**config.mk**
```make
export PLATFORM = sky130hd
export DESIGN_NAME = sldep_sync
export DESIGN_NICKNAME = d
export VERILOG_FILES = /design/src/rtl/sldep_pkg.sv /design/src/rtl/sldep_pred_table.sv /design/src/rtl/sldep_edge_table.sv /design/src/rtl/sldep_sync.sv
export SDC_FILE = /design/constraint.sdc
export NUM_CORES = 2
export LEC_CHECK = 0
export BUFFER_PORTS_ARGS = -buffer_cell sky130_fd_sc_hd__buf_4
export CAP_MARGIN = 20
export CORE_MARGIN = 4
export CORE_UTILIZATION = 27
export DETAILED_ROUTE_END_ITERATION = 6
export GPL_ROUTABILITY_DRIVEN = 1
export SLEW_MARGIN = 20
export SYNTH_ARGS = -nofsm -noshare
export SYNTH_HDL_FRONTEND = slang
export SYNTH_HIERARCHICAL = 1
export SYNTH_SLANG_ARGS = --single-unit
```
**constraint.sdc**
```tcl
create_clock -name clk -period 7.5 [get_ports clk]
set_clock_uncertainty 0.2 [all_clocks]
set_input_delay 1.875 -clock clk [delete_from_list [all_inputs] [get_ports clk]]
set_output_delay 1.875 -clock clk [all_outputs]
set_load 0.03 [all_outputs]
```
**src/rtl/sldep_pkg.sv**
```systemverilog
package sldep_pkg;

    localparam int PC_W   = 16;
    localparam int ID_W   = 8;
    localparam int ADDR_W = 16;
    localparam int LFSR_W = 8;
    localparam logic [LFSR_W-1:0] LFSR_TAPS = 8'hB8;

    typedef struct packed {
        logic              vld;
        logic [PC_W-1:0]   ld_pc;
        logic [PC_W-1:0]   st_pc;
    } pair_ent_t;

    typedef struct packed {
        logic              vld;
        logic              full;
        logic [PC_W-1:0]   ld_pc;
        logic [PC_W-1:0]   st_pc;
        logic [ID_W-1:0]   ld_id;
        logic [ID_W-1:0]   st_id;
        logic [ADDR_W-1:0] tag;
    } edge_ent_t;

    typedef struct packed {
        logic              go;
        logic              pred;
        logic [PC_W-1:0]   pc;
        logic [PC_W-1:0]   partner_pc;
        logic [ID_W-1:0]   id;
        logic [ADDR_W-1:0] addr;
    } mem_req_t;

    typedef struct packed {
        logic              vld;
        logic              pred;
        logic              hold;
        logic [ID_W-1:0]   ld_id;
        logic [ID_W-1:0]   st_id;
    } ld_rsp_t;

    typedef struct packed {
        logic              vld;
        logic [ID_W-1:0]   ld_id;
        logic [ID_W-1:0]   st_id;
    } wake_t;

    function automatic logic [LFSR_W-1:0] lfsr_step(input logic [LFSR_W-1:0] s);
        return {1'b0, s[LFSR_W-1:1]} ^ (s[0] ? LFSR_TAPS : '0);
    endfunction

endpackage

```
**src/rtl/sldep_pred_table.sv**
```systemverilog
module sldep_pred_table
    import sldep_pkg::*;
#(
    parameter int                DEPTH = 8,
    parameter logic [LFSR_W-1:0] SEED  = 8'h5A
) (
    input  logic            clk,
    input  logic            rst,
    input  logic            viol_valid,
    input  logic [PC_W-1:0] viol_ld_pc,
    input  logic [PC_W-1:0] viol_st_pc,
    input  logic [PC_W-1:0] ld_pc,
    input  logic [PC_W-1:0] st_pc,
    output logic            ld_hit,
    output logic [PC_W-1:0] ld_pair_st_pc,
    output logic            st_hit,
    output logic [PC_W-1:0] st_pair_ld_pc
);
    localparam int IW = (DEPTH > 1) ? $clog2(DEPTH) : 1;

    pair_ent_t         tbl_q [DEPTH];
    logic [LFSR_W-1:0] lfsr_q;
    logic              dup;
    logic              has_free;
    logic [IW-1:0]     free_idx;
    logic [IW-1:0]     wr_idx;

    // Lowest matching index wins for every search.
    always_comb begin
        ld_hit        = 1'b0;
        ld_pair_st_pc = '0;
        st_hit        = 1'b0;
        st_pair_ld_pc = '0;
        dup           = 1'b0;
        has_free      = 1'b0;
        free_idx      = '0;
        for (int i = DEPTH - 1; i >= 0; i--) begin
            if (tbl_q[i].vld && tbl_q[i].ld_pc == ld_pc) begin
                ld_hit        = 1'b1;
                ld_pair_st_pc = tbl_q[i].st_pc;
            end
            if (tbl_q[i].vld && tbl_q[i].st_pc == st_pc) begin
                st_hit        = 1'b1;
                st_pair_ld_pc = tbl_q[i].ld_pc;
            end
            if (tbl_q[i].vld && tbl_q[i].ld_pc == viol_ld_pc
                             && tbl_q[i].st_pc == viol_st_pc) begin
                dup = 1'b1;
            end
            if (!tbl_q[i].vld) begin
                has_free = 1'b1;
                free_idx = IW'(i);
            end
        end
        wr_idx = has_free ? free_idx : lfsr_q[IW-1:0];
    end

    always_ff @(posedge clk) begin
        if (rst) begin
            lfsr_q <= SEED;
            for (int i = 0; i < DEPTH; i++) begin
                tbl_q[i] <= '0;
            end
        end else begin
            lfsr_q <= lfsr_step(lfsr_q);
            if (viol_valid && !dup) begin
                tbl_q[wr_idx] <= '{vld: 1'b1, ld_pc: viol_ld_pc, st_pc: viol_st_pc};
            end
        end
    end

endmodule

```
**src/rtl/sldep_edge_table.sv**
```systemverilog
module sldep_edge_table
    import sldep_pkg::*;
#(
    parameter int DEPTH = 4
) (
    input  logic     clk,
    input  logic     rst,
    input  mem_req_t st_req,
    input  mem_req_t ld_req,
    output ld_rsp_t  rsp_q,
    output wake_t    wake_q
);
    localparam int IW = (DEPTH > 1) ? $clog2(DEPTH) : 1;

    edge_ent_t     tbl_q [DEPTH];
    edge_ent_t     tbl_d [DEPTH];
    ld_rsp_t       rsp_d;
    wake_t         wake_d;
    logic          s_hit, s_free, l_hit, l_free;
    logic [IW-1:0] s_idx, s_fidx, l_idx, l_fidx;

    always_comb begin
        tbl_d  = tbl_q;
        rsp_d  = '0;
        wake_d = '0;
        s_hit  = 1'b0;
        s_free = 1'b0;
        s_idx  = '0;
        s_fidx = '0;
        l_hit  = 1'b0;
        l_free = 1'b0;
        l_idx  = '0;
        l_fidx = '0;

        // Store side, applied first.
        for (int i = DEPTH - 1; i >= 0; i--) begin
            if (tbl_q[i].vld && tbl_q[i].ld_pc == st_req.partner_pc
                             && tbl_q[i].st_pc == st_req.pc
                             && tbl_q[i].tag == st_req.addr) begin
                s_hit = 1'b1;
                s_idx = IW'(i);
            end
            if (!tbl_q[i].vld) begin
                s_free = 1'b1;
                s_fidx = IW'(i);
            end
        end
        if (st_req.go) begin
            if (s_hit) begin
                if (!tbl_q[s_idx].full) begin
                    wake_d.vld          = 1'b1;
                    wake_d.ld_id        = tbl_q[s_idx].ld_id;
                    wake_d.st_id        = st_req.id;
                    tbl_d[s_idx].vld    = 1'b0;
                end else begin
                    tbl_d[s_idx].st_id  = st_req.id;
                end
            end else if (s_free) begin
                tbl_d[s_fidx] = '{vld: 1'b1, full: 1'b1, ld_pc: st_req.partner_pc,
                                  st_pc: st_req.pc, ld_id: '0, st_id: st_req.id,
                                  tag: st_req.addr};
            end
        end

        // Load side sees the table after the store update.
        for (int i = DEPTH - 1; i >= 0; i--) begin
            if (tbl_d[i].vld && tbl_d[i].ld_pc == ld_req.pc
                             && tbl_d[i].st_pc == ld_req.partner_pc
                             && tbl_d[i].tag == ld_req.addr) begin
                l_hit = 1'b1;
                l_idx = IW'(i);
            end
            if (!tbl_d[i].vld) begin
                l_free = 1'b1;
                l_fidx = IW'(i);
            end
        end
        if (ld_req.go) begin
            rsp_d.vld   = 1'b1;
            rsp_d.pred  = ld_req.pred;
            rsp_d.ld_id = ld_req.id;
            if (ld_req.pred) begin
                if (l_hit) begin
                    if (tbl_d[l_idx].full) begin
                        rsp_d.st_id        = tbl_d[l_idx].st_id;
                        tbl_d[l_idx].vld   = 1'b0;
                    end
                end else if (l_free) begin
                    rsp_d.hold    = 1'b1;
                    tbl_d[l_fidx] = '{vld: 1'b1, full: 1'b0, ld_pc: ld_req.pc,
                                      st_pc: ld_req.partner_pc, ld_id: ld_req.id,
                                      st_id: '0, tag: ld_req.addr};
                end
            end
        end
    end

    always_ff @(posedge clk) begin
        if (rst) begin
            rsp_q  <= '0;
            wake_q <= '0;
            for (int i = 0; i < DEPTH; i++) begin
                tbl_q[i] <= '0;
            end
        end else begin
            rsp_q  <= rsp_d;
            wake_q <= wake_d;
            tbl_q  <= tbl_d;
        end
    end

endmodule

```
**src/rtl/sldep_sync.sv**
```systemverilog
module sldep_sync
    import sldep_pkg::*;
#(
    parameter int                PT_DEPTH  = 8,
    parameter int                ST_DEPTH  = 4,
    parameter logic [LFSR_W-1:0] LFSR_SEED = 8'h5A
) (
    input  logic              clk,
    input  logic              rst,
    input  logic              viol_valid,
    input  logic [PC_W-1:0]   viol_ld_pc,
    input  logic [PC_W-1:0]   viol_st_pc,
    input  logic              ld_valid,
    input  logic [PC_W-1:0]   ld_pc,
    input  logic [ID_W-1:0]   ld_id,
    input  logic [ADDR_W-1:0] ld_addr,
    input  logic              st_valid,
    input  logic [PC_W-1:0]   st_pc,
    input  logic [ID_W-1:0]   st_id,
    input  logic [ADDR_W-1:0] st_addr,
    output logic              ld_rsp_valid,
    output logic [ID_W-1:0]   ld_rsp_id,
    output logic              ld_rsp_pred,
    output logic              ld_rsp_wait,
    output logic [ID_W-1:0]   ld_rsp_st_id,
    output logic              wake_valid,
    output logic [ID_W-1:0]   wake_ld_id,
    output logic [ID_W-1:0]   wake_st_id
);
    logic            ld_hit, st_hit;
    logic [PC_W-1:0] ld_pair_st_pc, st_pair_ld_pc;
    mem_req_t        ld_req, st_req;
    ld_rsp_t         rsp;
    wake_t           wake;

    sldep_pred_table #(.DEPTH(PT_DEPTH), .SEED(LFSR_SEED)) u_pred (
        .clk           (clk),
        .rst           (rst),
        .viol_valid    (viol_valid),
        .viol_ld_pc    (viol_ld_pc),
        .viol_st_pc    (viol_st_pc),
        .ld_pc         (ld_pc),
        .st_pc         (st_pc),
        .ld_hit        (ld_hit),
        .ld_pair_st_pc (ld_pair_st_pc),
        .st_hit        (st_hit),
        .st_pair_ld_pc (st_pair_ld_pc)
    );

    always_comb begin
        ld_req = '{go: ld_valid, pred: ld_hit, pc: ld_pc,
                   partner_pc: ld_pair_st_pc, id: ld_id, addr: ld_addr};
        st_req = '{go: st_valid && st_hit, pred: st_hit, pc: st_pc,
                   partner_pc: st_pair_ld_pc, id: st_id, addr: st_addr};
    end

    sldep_edge_table #(.DEPTH(ST_DEPTH)) u_edge (
        .clk    (clk),
        .rst    (rst),
        .st_req (st_req),
        .ld_req (ld_req),
        .rsp_q  (rsp),
        .wake_q (wake)
    );

    assign ld_rsp_valid = rsp.vld;
    assign ld_rsp_id    = rsp.ld_id;
    assign ld_rsp_pred  = rsp.pred;
    assign ld_rsp_wait  = rsp.hold;
    assign ld_rsp_st_id = rsp.st_id;
    assign wake_valid   = wake.vld;
    assign wake_ld_id   = wake.ld_id;
    assign wake_st_id   = wake.st_id;

endmodule

```
Yosys cells after proc, flatten, opt, wreduce, memory -nomap -nowiden:

Memories as Yosys holds them, arrays and structs flattened.
Index checks and enable logic that the tools add are counted.

* RAM bits: 264
* memories kept: 1
* register bits after elaboration: 308
* logic and storage cells: 318
* bits in latches: 0
* input bits: 117
* output and inout bits: 36
* ROM bits: 0

* shift-type cells: 0
* divide/modulo/power cells: 0
* bitwise logic cells: 11
* $lt $le $gt $ge: 8
* equal/unequal tests: 56
* reduce and logical (&&, ||, !) cells: 69
* multiply operators: 0
* add/sub/neg operators: 0
* mux-type cells: 136

Memories
* u_pred.tbl_q: words 8, bits a word 33, rd ports 8, clocked after Yosys merged registers in 0, write ports 8, RTL line sldep_pred_table.sv:21 `pair_ent_t tbl_q [DEPTH];`

Operators by type and width (count)
* $mux 264: 9
* $bwmux 264: 5
* $eq 16x16->1: 56
* $demux 66 s2: 5
* $bmux 66 s2: 2
* $mux 66: 4
* $mux 65: 4
* $mux 16: 16
* $logic_and 1x1->1: 62
* $mux 1: 57
* $mux 33: 1
* $reduce_or 33->1: 1
* $mux 2: 16
* $mux 8: 4
* $mux 3: 10
* $mux 24: 1
* $mux 19: 1
* $mux 17: 1
* $ge 3x3->1 const B: 4
* $lt 3x1->1 const B: 4
* $not 2->3: 4
* $reduce_or 4->1: 2
* $xor 7x8->8: 1
* $not 1->1: 6
* 4 further kinds: 4

Depth between registers and ports, before layout:

An unclocked memory read counts as a cell.

* word-level depth: 46
* depth in mapped cells: 28
* depth with buffers taken out: 19

By module:

The synthesis kept the hierarchy.

By module, submodules not included
* sldep_edge_table: instances 1, cells each 2757, area each 21319.2 µm², sequential area each 6005.8 µm²
* sldep_pred_table: instances 1, cells each 1873, area each 18620.4 µm², sequential area each 8007.7 µm²
* sldep_sync: instances 1, cells each 1, area each 6.3 µm², sequential area each 0.0 µm²

Least setup slack after synthesis:

Ideal clock, no wire load.

* kind: input port to flip-flop
* start point: in st_pc[10]
* end point: reg u_edge/tbl_q[183] in the netlist's numbering
* library setup time: 72 ps
* cell stages on the path: 26
* data required time: 7228 ps
* arrival: 7770 ps
* setup slack: -541 ps
* buffers on the path: 8
* cells stage by stage: buf_4 -> xor2_1 -> nor4_1 -> nand4_1 -> nor3_4 -> nand2b_1 -> buf_2 -> or3_1 -> o22ai_1 -> buf_2 -> xor2_1 -> or4_1 -> or4_4 -> o41ai_4 -> or2_1 -> buf_4 -> buf_4 -> mux2_1 -> a21o_1 -> o41ai_4 -> nor4_1 -> buf_2 -> nand3_1 -> buf_4 -> buf_4 -> mux2i_1

* word-level cells in the longest chain between the ends: 42
* elaborated cells between the ends (all ways): 136
* those cells by class: order compare (4); eq/ne (28); mux (66); bitwise (3); reduce/logical (35)

Ends and longest elaborated chain
* start: declaration: RTL line sldep_sync.sv:18 `input logic [PC_W-1:0] st_pc,`
* $eq 16x16->1: RTL line sldep_pred_table.sv:42 `if (tbl_q[i].vld && tbl_q[i].st_pc == st_pc) begin`
* $logic_and 1x1->1: RTL line sldep_pred_table.sv:42
* $mux 16 (7 in series): RTL line sldep_pred_table.sv:42
* $mux 16 (*): RTL line sldep_pred_table.sv:42
* named net st_pair_ld_pc[10]: RTL line sldep_sync.sv:31 `logic [PC_W-1:0] ld_pair_st_pc, st_pair_ld_pc;`
* $eq 16x16->1: RTL line sldep_edge_table.sv:37 `if (tbl_q[i].vld && tbl_q[i].ld_pc == st_req.partner_pc`
* $logic_and 1x1->1: RTL line sldep_edge_table.sv:37
* $logic_and 1x1->1: RTL line sldep_edge_table.sv:38 `&& tbl_q[i].st_pc == st_req.pc`
* [... 8 more ...]
* $mux 66 (not written as such): RTL line sldep_edge_table.sv:54 `tbl_d[s_idx].vld = 1'b0;`
* $demux 66 s2: RTL line sldep_edge_table.sv:54
* $bwmux 264: RTL line sldep_edge_table.sv:54
* $mux 264: RTL line sldep_edge_table.sv:50 `if (!tbl_q[s_idx].full) begin`
* $mux 264 (*): RTL line sldep_edge_table.sv:49 `if (s_hit) begin`
* $mux 264 (*): RTL line sldep_edge_table.sv:48 `if (st_req.go) begin`
* parallel branches: the longest is 14 deep, another holds $ge 3x3->1
* $mux 264 (*): RTL line sldep_edge_table.sv:78 `if (ld_req.go) begin`
* end signal: assignment: RTL line sldep_edge_table.sv:108 `tbl_q <= tbl_d;`
* end: declaration: RTL line sldep_edge_table.sv:15 `edge_ent_t tbl_q [DEPTH];`

Mark *: on every way through the listed nets, which the timed path passes. The select of a mux whose other input is x is not followed.
A chain may end at the register's enable or synchronous reset.

Worst setup path after layout:

* start point: in st_pc[15]
* end point: reg u_edge/tbl_q[95] in the netlist's numbering

The elaborated chain is that of the path after synthesis.

==> flow_metrics.tcl <==
set metrics [dict create \
    standard_cell_core_area_mm2 0.146 \
    timing_hold_violations_final 0 \
    finalNetCount 5436 \
    finalInstanceArea_mm2 0.0542 \
    grt_first_pass_wirelength_um 334000 \
    cp_num_buf_inv 13 \
    flop_to_flop_setup_slack_ns 0.48 \
    drc_errors 2 \
    max_buffers_root_to_sink 3 \
    outcome "complete, but fails checks" \
    max-cap-violations 0 \
    initial_core_util_pct 27.3 \
    tritoncts "yes" \
    final_gp_congestion 1.07 \
    layout_worst_path_cycle_share_pct 104 \
    hold-path-cell-count 1 \
    first_pass_iters 7 \
    num_rows 140 \
    route.vias.total 42549 \
    final-max-slew-violation-count 0 \
    finalWorstPathRequiredPeriod_ns 7.82 \
    crit_path_top_delay_cell "sky130_fd_sc_hd__o41ai_4" \
    r2r.worst_path.cells 30 \
    cp_common_cell "sky130_fd_sc_hd__buf_4" \
    totalPowerFinal_mw 8.59 \
    synthFlopType "sky130_fd_sc_hd__dfxtp_1" \
    post_route_cells_drive_above_1_share_pct 27.1 \
    routed_wirelength_um 256000 \
    clk_latency_ns 0.70 \
    critical_path.reg2reg.startpoint "u_pred/tbl_q[6][3]$_DFFE_PP_" \
    r2r_end "u_edge/tbl_q[95]$_SDFF_PP0_" \
    syn_nets 4748 \
    initialDrtViolationCount 5973 \
    static-leakage-power_nw 21.5 \
    post_synth_instance_area_mm2 0.0399 \
    synth_common_cells "sky130_fd_sc_hd__nand2_1, sky130_fd_sc_hd__xnor2_1, sky130_fd_sc_hd__xor2_1, sky130_fd_sc_hd__nor3_1, sky130_fd_sc_hd__dfxtp_1" \
    timing_worst_slew_pin_value_ns 1.09 \
    syn-mean-instance-area_um2 8.63 \
    vias_in_the_first_global_route 39030 \
    critPathMaxStageDelay_ns 0.53 \
    setup-tns-final_ns -59.32 \
    ratio_of_total_power_to_cell_area_mw_per_mm2 158 \
    critPathRequiredTime_ns 7.86 \
    worstHoldStart "u_pred/lfsr_q[7]$_SDFF_PP0_" \
    finalSetupViolCount 271 \
    vias_per_cell 5.83 \
    whs_endpoint "u_pred/lfsr_q[6]$_SDFF_PP1_" \
    die_area_mm2 0.154 \
    netlist_top_cells_area "sky130_fd_sc_hd__edfxtp_1, sky130_fd_sc_hd__dfxtp_1, sky130_fd_sc_hd__xnor2_1" \
    placedInstanceArea_mm2 0.0482 \
    critical-path-top-delay-family "buffers and inverters" \
    netlist.area_leader.share_pct 19.2 \
    synth.lib_cells_used.distinct 94 \
    rsz0062_at_grt "yes" \
    worst_slack_ns -0.316 \
    gr-usage-all-layers_pct 31.3 \
    grt_antenna_before_repair 14 \
    grt_start_max_net_pins 83 \
    io_pins 153 \
    route.detailed.wl_per_inst_um 35.1 \
    hold_class "reg -> reg" \
    path_clk_slew_ns 0.06 \
    post-synth-top-count-cell "sky130_fd_sc_hd__nand2_1" \
    dp_hpwl_um 196000 \
    area.growth.synth_to_final_pct 35.8 \
    setup.worst_path.start_class "primary input" \
    synth_area_leader_cell "sky130_fd_sc_hd__edfxtp_1" \
    synth_enable_flop_cells 256 \
    critical_path_depth_in_cells 31 \
    maxClockFrequency_mhz 128 \
    buffer_ports.inserted 152 \
    synth.yosys.seq_area_share_pct 35.1 \
    synthArstFlopShare_pct 0 \
    floorplan.die.width_um 393 \
    synth_cells 4631 \
    power.ir.vdd_worst_v 0.000143 \
    cts-buffers-inserted 74 \
    ant_nets 0 \
    timing.hold.ws_ns 0.232 \
    yosysWarningCount 6 \
    timing.critical_path.fanout_max 6 \
    endpoint_kind "flop" \
    grt-ovfl-total 0 \
    timing.critical_path.arrival_ns 8.18 \
    chipHeight_um 393 \
    timing.setup.critical_path_class "in -> reg" \
    clock_sinks 572 \
    failed_checks "design-rule violations, negative setup slack" \
    cts_root_buffer "sky130_fd_sc_hd__clkbuf_16" \
    final_layout_fill_cell_count 14882 \
    timing.slew.headroom_pct 27.1 \
    ys_seq_elements 572 \
    cts.htree.levels 3 \
]
cell families (layout without fill, tap and decap cells):
| group | after synthesis | in the layout | synth area share, % |
|---|---|---|---|
| compound gates | 521 | 521 | 9.07 |
| xor+xnor | 814 | 814 | 17.9 |
| buf+inv | 518 | 1265 | 5.74 |
| flops | 572 | 572 | 35.1 |
| mux | 316 | 316 | 8.04 |
| other cells | 0 | 7 | 0 |
| simple gates | 1890 | 1891 | 24.2 |
registers in the layout, indices dropped and copies added, names as in the netlist:
name	count
u_pred/lfsr_q	8
u_edge/rsp_q	19
u_pred/tbl_q	264
u_edge/wake_q	17
u_edge/tbl_q	264
placed cells by master (no fill, tap or decap), types with 36 or more instances in the layout:
| cell | netlist | layout |
|---|---|---|
| sky130_fd_sc_hd__a21oi_1 | 89 | 69 |
| sky130_fd_sc_hd__and3_1 | 60 | 56 |
| sky130_fd_sc_hd__buf_12 | 1 | 70 |
| sky130_fd_sc_hd__buf_4 | 42 | 809 |
| sky130_fd_sc_hd__buf_6 | 8 | 60 |
| sky130_fd_sc_hd__clkbuf_16 | 0 | 94 |
| sky130_fd_sc_hd__dfxtp_1 | 316 | 316 |
| sky130_fd_sc_hd__edfxtp_1 | 256 | 256 |
| sky130_fd_sc_hd__inv_1 | 104 | 104 |
| sky130_fd_sc_hd__mux2i_1 | 276 | 264 |
| sky130_fd_sc_hd__nand2_1 | 606 | 600 |
| sky130_fd_sc_hd__nand2b_1 | 79 | 77 |
| sky130_fd_sc_hd__nand3_1 | 125 | 118 |
| sky130_fd_sc_hd__nand4_1 | 153 | 153 |
| sky130_fd_sc_hd__nor2_1 | 135 | 124 |
| sky130_fd_sc_hd__nor2b_1 | 48 | 48 |
| sky130_fd_sc_hd__nor3_1 | 342 | 323 |
| sky130_fd_sc_hd__nor4_1 | 153 | 122 |
| sky130_fd_sc_hd__o21ai_0 | 103 | 99 |
| sky130_fd_sc_hd__o22ai_1 | 48 | 36 |
| sky130_fd_sc_hd__xnor2_1 | 413 | 395 |
| sky130_fd_sc_hd__xor2_1 | 400 | 383 |
cell type report:
cell class              count  area [µm²]  area share, %
multi-input cells        3542       25500           47.0
flip-flops and latches    572       14000           25.8
repair buffers            989        9270           17.1
well taps                1917        2400           4.42
clock buffers              95        2020           3.73
inverters                 140         533          0.983
clock inverters            41         508          0.937
diodes                      7        17.5         0.0323
timing repair:
action | 4_1_cts | 5_1_grt
resized for setup | 140 | 274
endpoints found under the setup margin | 273 | 273
pin swaps | 35 | 95
gates cloned | 5 | 27
hold buffers | 0 | 0
setup buffers | 26 | 52
stage by stage:
| step | instances | setup slack [ns] | util, % |
|---|---|---|---|
| 3_3_place_gp | 7056 | -1.54 | 32.9 |
| 4_1_cts | 7222 | -0.241 | 35.4 |
| 2_1_floorplan | 4631 | -0.106 | - |
| 3_5_place_dp | 7057 | -1.57 | 33.0 |
| 6_report | 7303 | -0.316 | 37.1 |
| 5_1_grt | 7296 | -0.470 | 37.1 |
worst reg2reg max path: cells and delay by family (launching register included):
kind                      cells  cell delay [ns]
and+or+nand+nor               9             1.88
AOI/OAI and AO/OA             5             1.71
muxes                         2             0.43
xor gates and xnor gates      2             0.38
DFF                           1             0.51
buffers and inverters        12             1.81
worst max path at each step:
stage,startpoint,to
floorplan,st_pc[8],u_edge/tbl_q[145]$_SDFF_PP0_
global route,st_pc[15],u_edge/tbl_q[46]$_SDFF_PP0_
finish,st_pc[15],u_edge/tbl_q[95]$_SDFF_PP0_
CTS,st_pc[6],u_edge/tbl_q[82]$_SDFF_PP0_
detailed placement,st_pc[14],u_edge/tbl_q[55]$_SDFF_PP0_
global placement,st_pc[14],u_edge/tbl_q[143]$_SDFF_PP0_
routing by layer:
layer | track usage (%) | routed length [µm]
met4 | 12.9 | 13000
met3 | 8.91 | 32000
met2 | 44.9 | 103000
met1 | 43.8 | 108000
met5 | 0 | 31
report_power, final:
part           internal [mW]  leakage [nW]  switching [mW]
logic                  0.408          15.0           0.910
clock network           2.20          1.23            1.62
registers               3.33          5.20           0.122
Note: power is estimated with default switching activity, not from simulation.
